[src/rtl/pulse_tx_pkg.sv]
package pulse_tx_pkg;
  typedef enum logic [2:0] {
    PH_IDLE,
    PH_SETUP,
    PH_GAP,
    PH_HIGH,
    PH_LOW
  } phase_e;

  function automatic int max2(input int a, input int b);
    return (a > b) ? a : b;
  endfunction
endpackage

[src/rtl/pulse_tx_timer.sv]
module pulse_tx_timer #(
  parameter int CNT_W = 8
) (
  input  logic             clk_i,
  input  logic             rst_ni,
  input  logic             load_i,
  input  logic [CNT_W-1:0] load_val_i,
  output logic             expired_o
);
  logic [CNT_W-1:0] cnt_q;

  always_ff @(posedge clk_i or negedge rst_ni) begin
    if (!rst_ni)             cnt_q <= '0;
    else if (load_i)         cnt_q <= load_val_i;
    else if (cnt_q != '0)    cnt_q <= cnt_q - 1'b1;
  end

  assign expired_o = (cnt_q == '0);

  // a running interval shortens by one cycle per clock
  a_r2_timer_steps: assert property (@(posedge clk_i) disable iff (!rst_ni)
    (!load_i && !expired_o) |=> (cnt_q == $past(cnt_q) - 1'b1));
endmodule

[src/rtl/pulse_tx_shifter.sv]
module pulse_tx_shifter #(
  parameter int WIDTH = 8
) (
  input  logic             clk_i,
  input  logic             rst_ni,
  input  logic             load_i,
  input  logic [WIDTH-1:0] data_i,
  input  logic             shift_i,
  output logic             bit_o,
  output logic             last_o
);
  localparam int IDX_W = (WIDTH > 1) ? $clog2(WIDTH) : 1;

  logic [WIDTH-1:0] sh_q;
  logic [IDX_W-1:0] left_q;

  always_ff @(posedge clk_i or negedge rst_ni) begin
    if (!rst_ni) begin
      sh_q   <= '0;
      left_q <= '0;
    end else if (load_i) begin
      sh_q   <= data_i;
      left_q <= IDX_W'(WIDTH - 1);
    end else if (shift_i) begin
      sh_q   <= sh_q >> 1;
      left_q <= left_q - 1'b1;
    end
  end

  assign bit_o  = sh_q[0];
  assign last_o = (left_q == '0);

  // captured word is untouched between capture and shifts
  a_r8_word_held: assert property (@(posedge clk_i) disable iff (!rst_ni)
    (!load_i && !shift_i) |=> $stable(sh_q));
  // never shift past the last bit
  a_r5_no_shift_after_last: assert property (@(posedge clk_i) disable iff (!rst_ni)
    (shift_i && !load_i) |-> !last_o);
endmodule

[src/rtl/pulse_tx_fsm.sv]
module pulse_tx_fsm
  import pulse_tx_pkg::*;
#(
  parameter int CNT_W   = 8,
  parameter int SETUP_C = 4,
  parameter int GAP_C   = 2,
  parameter int ONE_C   = 8,
  parameter int REC_C   = 1,
  parameter int ZH_C    = 2,
  parameter int ZL_C    = 6
) (
  input  logic             clk_i,
  input  logic             rst_ni,
  input  logic             start_i,
  input  logic             expired_i,
  input  logic             bit_i,
  input  logic             last_i,
  output logic             tmr_load_o,
  output logic [CNT_W-1:0] tmr_val_o,
  output logic             sh_load_o,
  output logic             sh_shift_o,
  output logic             line_o,
  output logic             busy_o,
  output logic             done_o
);
  phase_e state_q, state_d;
  logic   done_q, done_d;

  always_comb begin
    state_d    = state_q;
    tmr_load_o = 1'b0;
    tmr_val_o  = '0;
    sh_load_o  = 1'b0;
    sh_shift_o = 1'b0;
    done_d     = 1'b0;
    unique case (state_q)
      PH_IDLE: if (start_i) begin
        state_d    = PH_SETUP;
        tmr_load_o = 1'b1;
        tmr_val_o  = CNT_W'(SETUP_C - 1);
        sh_load_o  = 1'b1;
      end
      PH_SETUP: if (expired_i) begin
        state_d    = PH_GAP;
        tmr_load_o = 1'b1;
        tmr_val_o  = CNT_W'(GAP_C - 1);
      end
      PH_GAP: if (expired_i) begin
        state_d    = PH_HIGH;
        tmr_load_o = 1'b1;
        tmr_val_o  = bit_i ? CNT_W'(ONE_C - 1) : CNT_W'(ZH_C - 1);
      end
      PH_HIGH: if (expired_i) begin
        state_d    = PH_LOW;
        tmr_load_o = 1'b1;
        tmr_val_o  = bit_i ? CNT_W'(REC_C - 1) : CNT_W'(ZL_C - 1);
      end
      PH_LOW: if (expired_i) begin
        if (last_i) begin
          state_d = PH_IDLE;
          done_d  = 1'b1;
        end else begin
          state_d    = PH_SETUP;
          tmr_load_o = 1'b1;
          tmr_val_o  = CNT_W'(SETUP_C - 1);
          sh_shift_o = 1'b1;
        end
      end
      default: state_d = PH_IDLE;
    endcase
  end

  always_ff @(posedge clk_i or negedge rst_ni) begin
    if (!rst_ni) begin
      state_q <= PH_IDLE;
      done_q  <= 1'b0;
    end else begin
      state_q <= state_d;
      done_q  <= done_d;
    end
  end

  assign line_o = (state_q == PH_SETUP) || (state_q == PH_HIGH);
  assign busy_o = (state_q != PH_IDLE);
  assign done_o = done_q;

  // done is a single-cycle pulse
  a_r9_done_single: assert property (@(posedge clk_i) disable iff (!rst_ni)
    done_o |=> !done_o);
  // busy only drops together with done
  a_r9_busy_fall_done: assert property (@(posedge clk_i) disable iff (!rst_ni)
    $fell(busy_o) |-> done_o);
  // idle line is parked low
  a_r10_idle_low: assert property (@(posedge clk_i) disable iff (!rst_ni)
    !busy_o |-> !line_o);
  // a frame only starts from idle, so no reload of the word while busy
  a_r7_no_recapture: assert property (@(posedge clk_i) disable iff (!rst_ni)
    busy_o |-> !sh_load_o);
endmodule

[src/rtl/pulse_bit_tx.sv]
module pulse_bit_tx
  import pulse_tx_pkg::*;
#(
  parameter int WIDTH      = 8,
  parameter int CLK_MHZ    = 50,
  parameter int SETUP_US   = 60,
  parameter int GAP_US     = 20,
  parameter int ONE_HI_US  = 200,
  parameter int ZERO_HI_US = 50,
  parameter int ZERO_LO_US = 150,
  parameter int RECOV_US   = 10
) (
  input  logic             clk_i,
  input  logic             rst_ni,
  input  logic [WIDTH-1:0] data_i,
  input  logic             start_i,
  output logic             line_o,
  output logic             busy_o,
  output logic             done_o
);
  localparam int SETUP_C = SETUP_US * CLK_MHZ;
  localparam int GAP_C   = GAP_US * CLK_MHZ;
  localparam int ONE_C   = ONE_HI_US * CLK_MHZ;
  localparam int ZH_C    = ZERO_HI_US * CLK_MHZ;
  localparam int ZL_C    = ZERO_LO_US * CLK_MHZ;
  localparam int REC_C   = RECOV_US * CLK_MHZ;
  localparam int MAX_C   = max2(max2(max2(SETUP_C, GAP_C), max2(ONE_C, ZH_C)),
                                max2(ZL_C, REC_C));
  localparam int CNT_W   = $clog2(MAX_C) + 1;

  logic             tmr_load, tmr_exp;
  logic [CNT_W-1:0] tmr_val;
  logic             sh_load, sh_shift, cur_bit, last_bit;

  pulse_tx_timer #(.CNT_W(CNT_W)) u_timer (
    .clk_i      (clk_i),
    .rst_ni     (rst_ni),
    .load_i     (tmr_load),
    .load_val_i (tmr_val),
    .expired_o  (tmr_exp)
  );

  pulse_tx_shifter #(.WIDTH(WIDTH)) u_shifter (
    .clk_i   (clk_i),
    .rst_ni  (rst_ni),
    .load_i  (sh_load),
    .data_i  (data_i),
    .shift_i (sh_shift),
    .bit_o   (cur_bit),
    .last_o  (last_bit)
  );

  pulse_tx_fsm #(
    .CNT_W   (CNT_W),
    .SETUP_C (SETUP_C),
    .GAP_C   (GAP_C),
    .ONE_C   (ONE_C),
    .REC_C   (REC_C),
    .ZH_C    (ZH_C),
    .ZL_C    (ZL_C)
  ) u_fsm (
    .clk_i      (clk_i),
    .rst_ni     (rst_ni),
    .start_i    (start_i),
    .expired_i  (tmr_exp),
    .bit_i      (cur_bit),
    .last_i     (last_bit),
    .tmr_load_o (tmr_load),
    .tmr_val_o  (tmr_val),
    .sh_load_o  (sh_load),
    .sh_shift_o (sh_shift),
    .line_o     (line_o),
    .busy_o     (busy_o),
    .done_o     (done_o)
  );

  // outputs quiet right after reset release
  a_r1_reset_quiet: assert property (@(posedge clk_i) disable iff (!rst_ni)
    $rose(rst_ni) |-> (!line_o && !busy_o && !done_o));
  // a start seen while busy does not end the frame early
  a_r7_start_ignored: assert property (@(posedge clk_i) disable iff (!rst_ni)
    (busy_o && start_i && !tmr_exp) |=> busy_o);
endmodule

[config.mk]
export PLATFORM = sky130hd
export DESIGN_NAME = pulse_bit_tx
export DESIGN_NICKNAME = d
export VERILOG_FILES = /design/src/rtl/pulse_tx_pkg.sv /design/src/rtl/pulse_tx_timer.sv /design/src/rtl/pulse_tx_shifter.sv /design/src/rtl/pulse_tx_fsm.sv /design/src/rtl/pulse_bit_tx.sv
export SDC_FILE = /design/constraint.sdc
export NUM_CORES = 1
export LEC_CHECK = 0
export CELL_PAD_IN_SITES_DETAIL_PLACEMENT = 1
export CELL_PAD_IN_SITES_GLOBAL_PLACEMENT = 1
export CORE_MARGIN = 2
export CORE_UTILIZATION = 30
export CTS_CLUSTER_DIAMETER = 200
export DETAILED_ROUTE_END_ITERATION = 8
export PLACE_DENSITY = 0.67
export SYNTH_ARGS = -nofsm -noshare
export SYNTH_HDL_FRONTEND = slang
export SYNTH_SLANG_ARGS = --single-unit
[constraint.sdc]
create_clock -name clk_i -period 2.1 [get_ports clk_i]
set_input_delay 0.21 -clock clk_i [delete_from_list [all_inputs] [get_ports clk_i]]
set_output_delay 0.21 -clock clk_i [all_outputs]
set_load 0.01 [all_outputs]
==> run metrics <==
status=complete, no violations; final net count=~240; r2r startpoint=u_timer.cnt_q[0]; Initial Util=between 30% and 40%; Syn Nets=211; vias in the first global route=1580; Clock Tree Buf Depth=2; CTS buffer count=5; Final ANT Viol Nets=0; final setup fails=0; Critical Path RT=2.31 ns; Crit Path Category=reg -> reg; CP max-delay cell=dfrtp_1; first-pass GRT wire length=7.89 mm; Post-route DRC=0; R2R cell count=7; PwrDens=roughly 520 mW/mm2; multi-input logic area=967 um2; layout cell share with drive strength beyond 1=between 10% and 20%; Post-Synthesis Cells=about 200; Core ar.=0.00585 mm2; synth unique cells=a little over 50; final wirelength=about 4.6 mm; Final HPWL DP=3.41 mm; worst rel slew slack=68.3%; area leader, netlist=dfrtp_1; worst min path class=in -> async; post-route setup TNS=0 ns; CP delay by family, top=simple AND/OR/NAND/NOR gates; final worst path period need=1.93 ns; clock slew at reported path FFs=around 0.080 ns; Setup Buffers After CTS=0; Critical Path End Type=flop; startpoint of the worst setup timing path=u_timer.cnt_q[0]; Port Buf Inserts=13; critical-path cell list=inv_1, ha_1, nor4b_2, nand4_2, buf_4, or3_1, a21oi_1; DRT iter0 DRCs=35; ys flop type=dfrtp_1; worst-margin pin slew=~0.47 ns; post-synth top area share=a little over two fifths; total gr overflow=0; CTS H-tree lvls=2; die width=approximately 81 um; asr flop ratio synth=100%; fin area=between 0.002 and 0.0025 mm2; chip height=a little over 80 um; Fmax=around 0.52 GHz; WL/cell=15.6 um; Seq/Total Area, Yosys=between 40% and 50%; Worst Skew=approximately 0.017 ns; initial antenna violation count=0; CTS root buf=clkbuf_8; Synth area leaders=dfrtp_1 42%, o21ai_1 5.6%, nor2_1 4.6%, xor2_1 3.4%, a21oi_1 2.8%; worst vdd rail ir drop=~0.00028 V; routed via count=between 1500 and 2000; Global Route Usage Sum=between 10% and 20%; CTS tree=done; Hold Vio Cnt, Final=0; Synth-to-Final Area Change=21.7%; Via density=approximately 5.1; # fillers=~700; WP data arrival=approximately 2.1 ns; Avg Cell Area, Syn=between 9 and 10 um2; Synth top cells by count=30 x dfrtp_1, 22 x nor2_1, 20 x o21ai_1; number of max-cap violations=0; Synthesis Warnings=0; top-count cell post-synth=dfrtp_1; CTS Hold Buffers Added=0; worst-skew pair later-pin latency=0.29 ns; # resized after CTS=0; die area=about 0.0066 mm2; antenna cells=0; # IOs=14; Netlist Area Pre-Place=0.00180 mm2; post-synthesis register bit count=30; EDFF count, synth=0; Crit path depth=7; GPL Wtd Cong=~0.71; largest net degree at the start of global routing=31; max-slew violations=0; final cycle utilization of the critical path=91.8%; Row Count=28; unrepaired setup endpoints after global routing=false; DRT Pass-1 Iters=4; crit start category=flop; crit-path max cell delay=slightly above 0.4 ns; Placed Area=around 0.0021 mm2; leakage power total=approximately 0.00084 uW; register area=approximately 750 um2; Critical path buffers and inverters=2; Sink Count=30; Max Fanout on Critical Path=10
per-layer routing:
metal | routed length (um) | GRT usage [%] | vias to the layer above | part of all wire [%]
met5 | 0 | 0 | - | 0
met4 | 104 | 6.95 | 0 | 2.2
met3 | 140 | 3.78 | 9 | 3.0
met2 | 2170 | 25.9 | 25 | 47
met1 | 2230 | 20.4 | 731 | 48
li1 | - | - | 763 | -
final cells by class:
cell class / count / area share, %
Clock buffer: 6 / 3.78
Timing Repair Buffer: 30 / 11.8
Clock inverter: 2 / 0.572
Sequential cell: 30 / 34.3
Inverter: 6 / 1.03
Tap cell: 75 / 4.29
Multi-Input combinational cell: 148 / 44.2
path summary, 6_finish.rpt:
check	endpoint	slack (ns)
worst min register to register	u_shifter.sh_q[5]	0.54
min in group clk_i	u_shifter.sh_q[7]	0.48
worst max register to register	u_fsm.state_q[1]	0.17
worst max-delay path	u_fsm.state_q[1]	0.17
worst min-delay path	u_timer.cnt_q[2]	0.32
max in group asynchronous	u_timer.cnt_q[4]	1.48
stage by stage:
stage          worst slack (ns)  total power [uW]  hold slack, ns  util [%]  std cells
6_report                  0.172              1140           0.322      37.4        297
5_1_grt                  0.0356              1190           0.356      37.4        297
4_1_cts                   0.147              1160           0.337      37.4        297
3_5_place_dp              0.165               648           0.523      35.8        289
3_3_place_gp              0.257               647           0.499      35.8        289
2_1_floorplan             0.408               611         -0.0856         -        196
kinds of logic after synthesis:
group	synth area share, %
mux	0.557
compound gates	20.5
flops	41.8
xor+xnor	4.39
fa+ha+maj	2.79
simple gates	25.6
buf+inv	4.39
where the power goes:
| part | switching [uW] | internal, uW | leakage, uW |
|---|---|---|---|
| sequential | 5.01 | 585 | 0.000328 |
| clock | 241 | 263 | 0.0000472 |
| combinational | 20.9 | 23.8 | 0.000463 |
worst reg2reg max path, stage by stage (launching register included):
cell and delay (ns):
dfrtp_1 0.41, inv_1 0.12, ha_1 0.14, nor4b_2 0.31, nand4_2 0.18, buf_4 0.23
or3_1 0.31, a21oi_1 0.16
cell usage in the layout (no fill, tap or decap), drive strengths merged, types with 2 or more instances in the layout:
cell type	synthesis	final
or4	3	3
o31ai	3	3
nand2b	4	4
ha	4	4
and4	2	2
inv	6	6
xor2	7	7
nand3	5	5
nand4	2	2
or3	3	3
dfrtp	30	30
o21ai	23	23
nand2	8	8
buf	7	17
clkbuf	5	6
o211ai	5	5
nor2b	2	2
nor4	5	5
clkdlybuf4s50	0	13
xnor2	2	2
a31oi	5	5
a21oi	11	11
a211oi	3	3
and2	2	2
nor3	10	10
nor2	23	23
state kept, by name (all words and copies together), names as in the netlist:
signal / count
u_timer.cnt_q: 15
u_fsm.state_q: 3
u_shifter.left_q: 3
u_fsm.done_o: 1
u_shifter.sh_q: 8
Note: power is estimated with default switching activity, not from simulation.
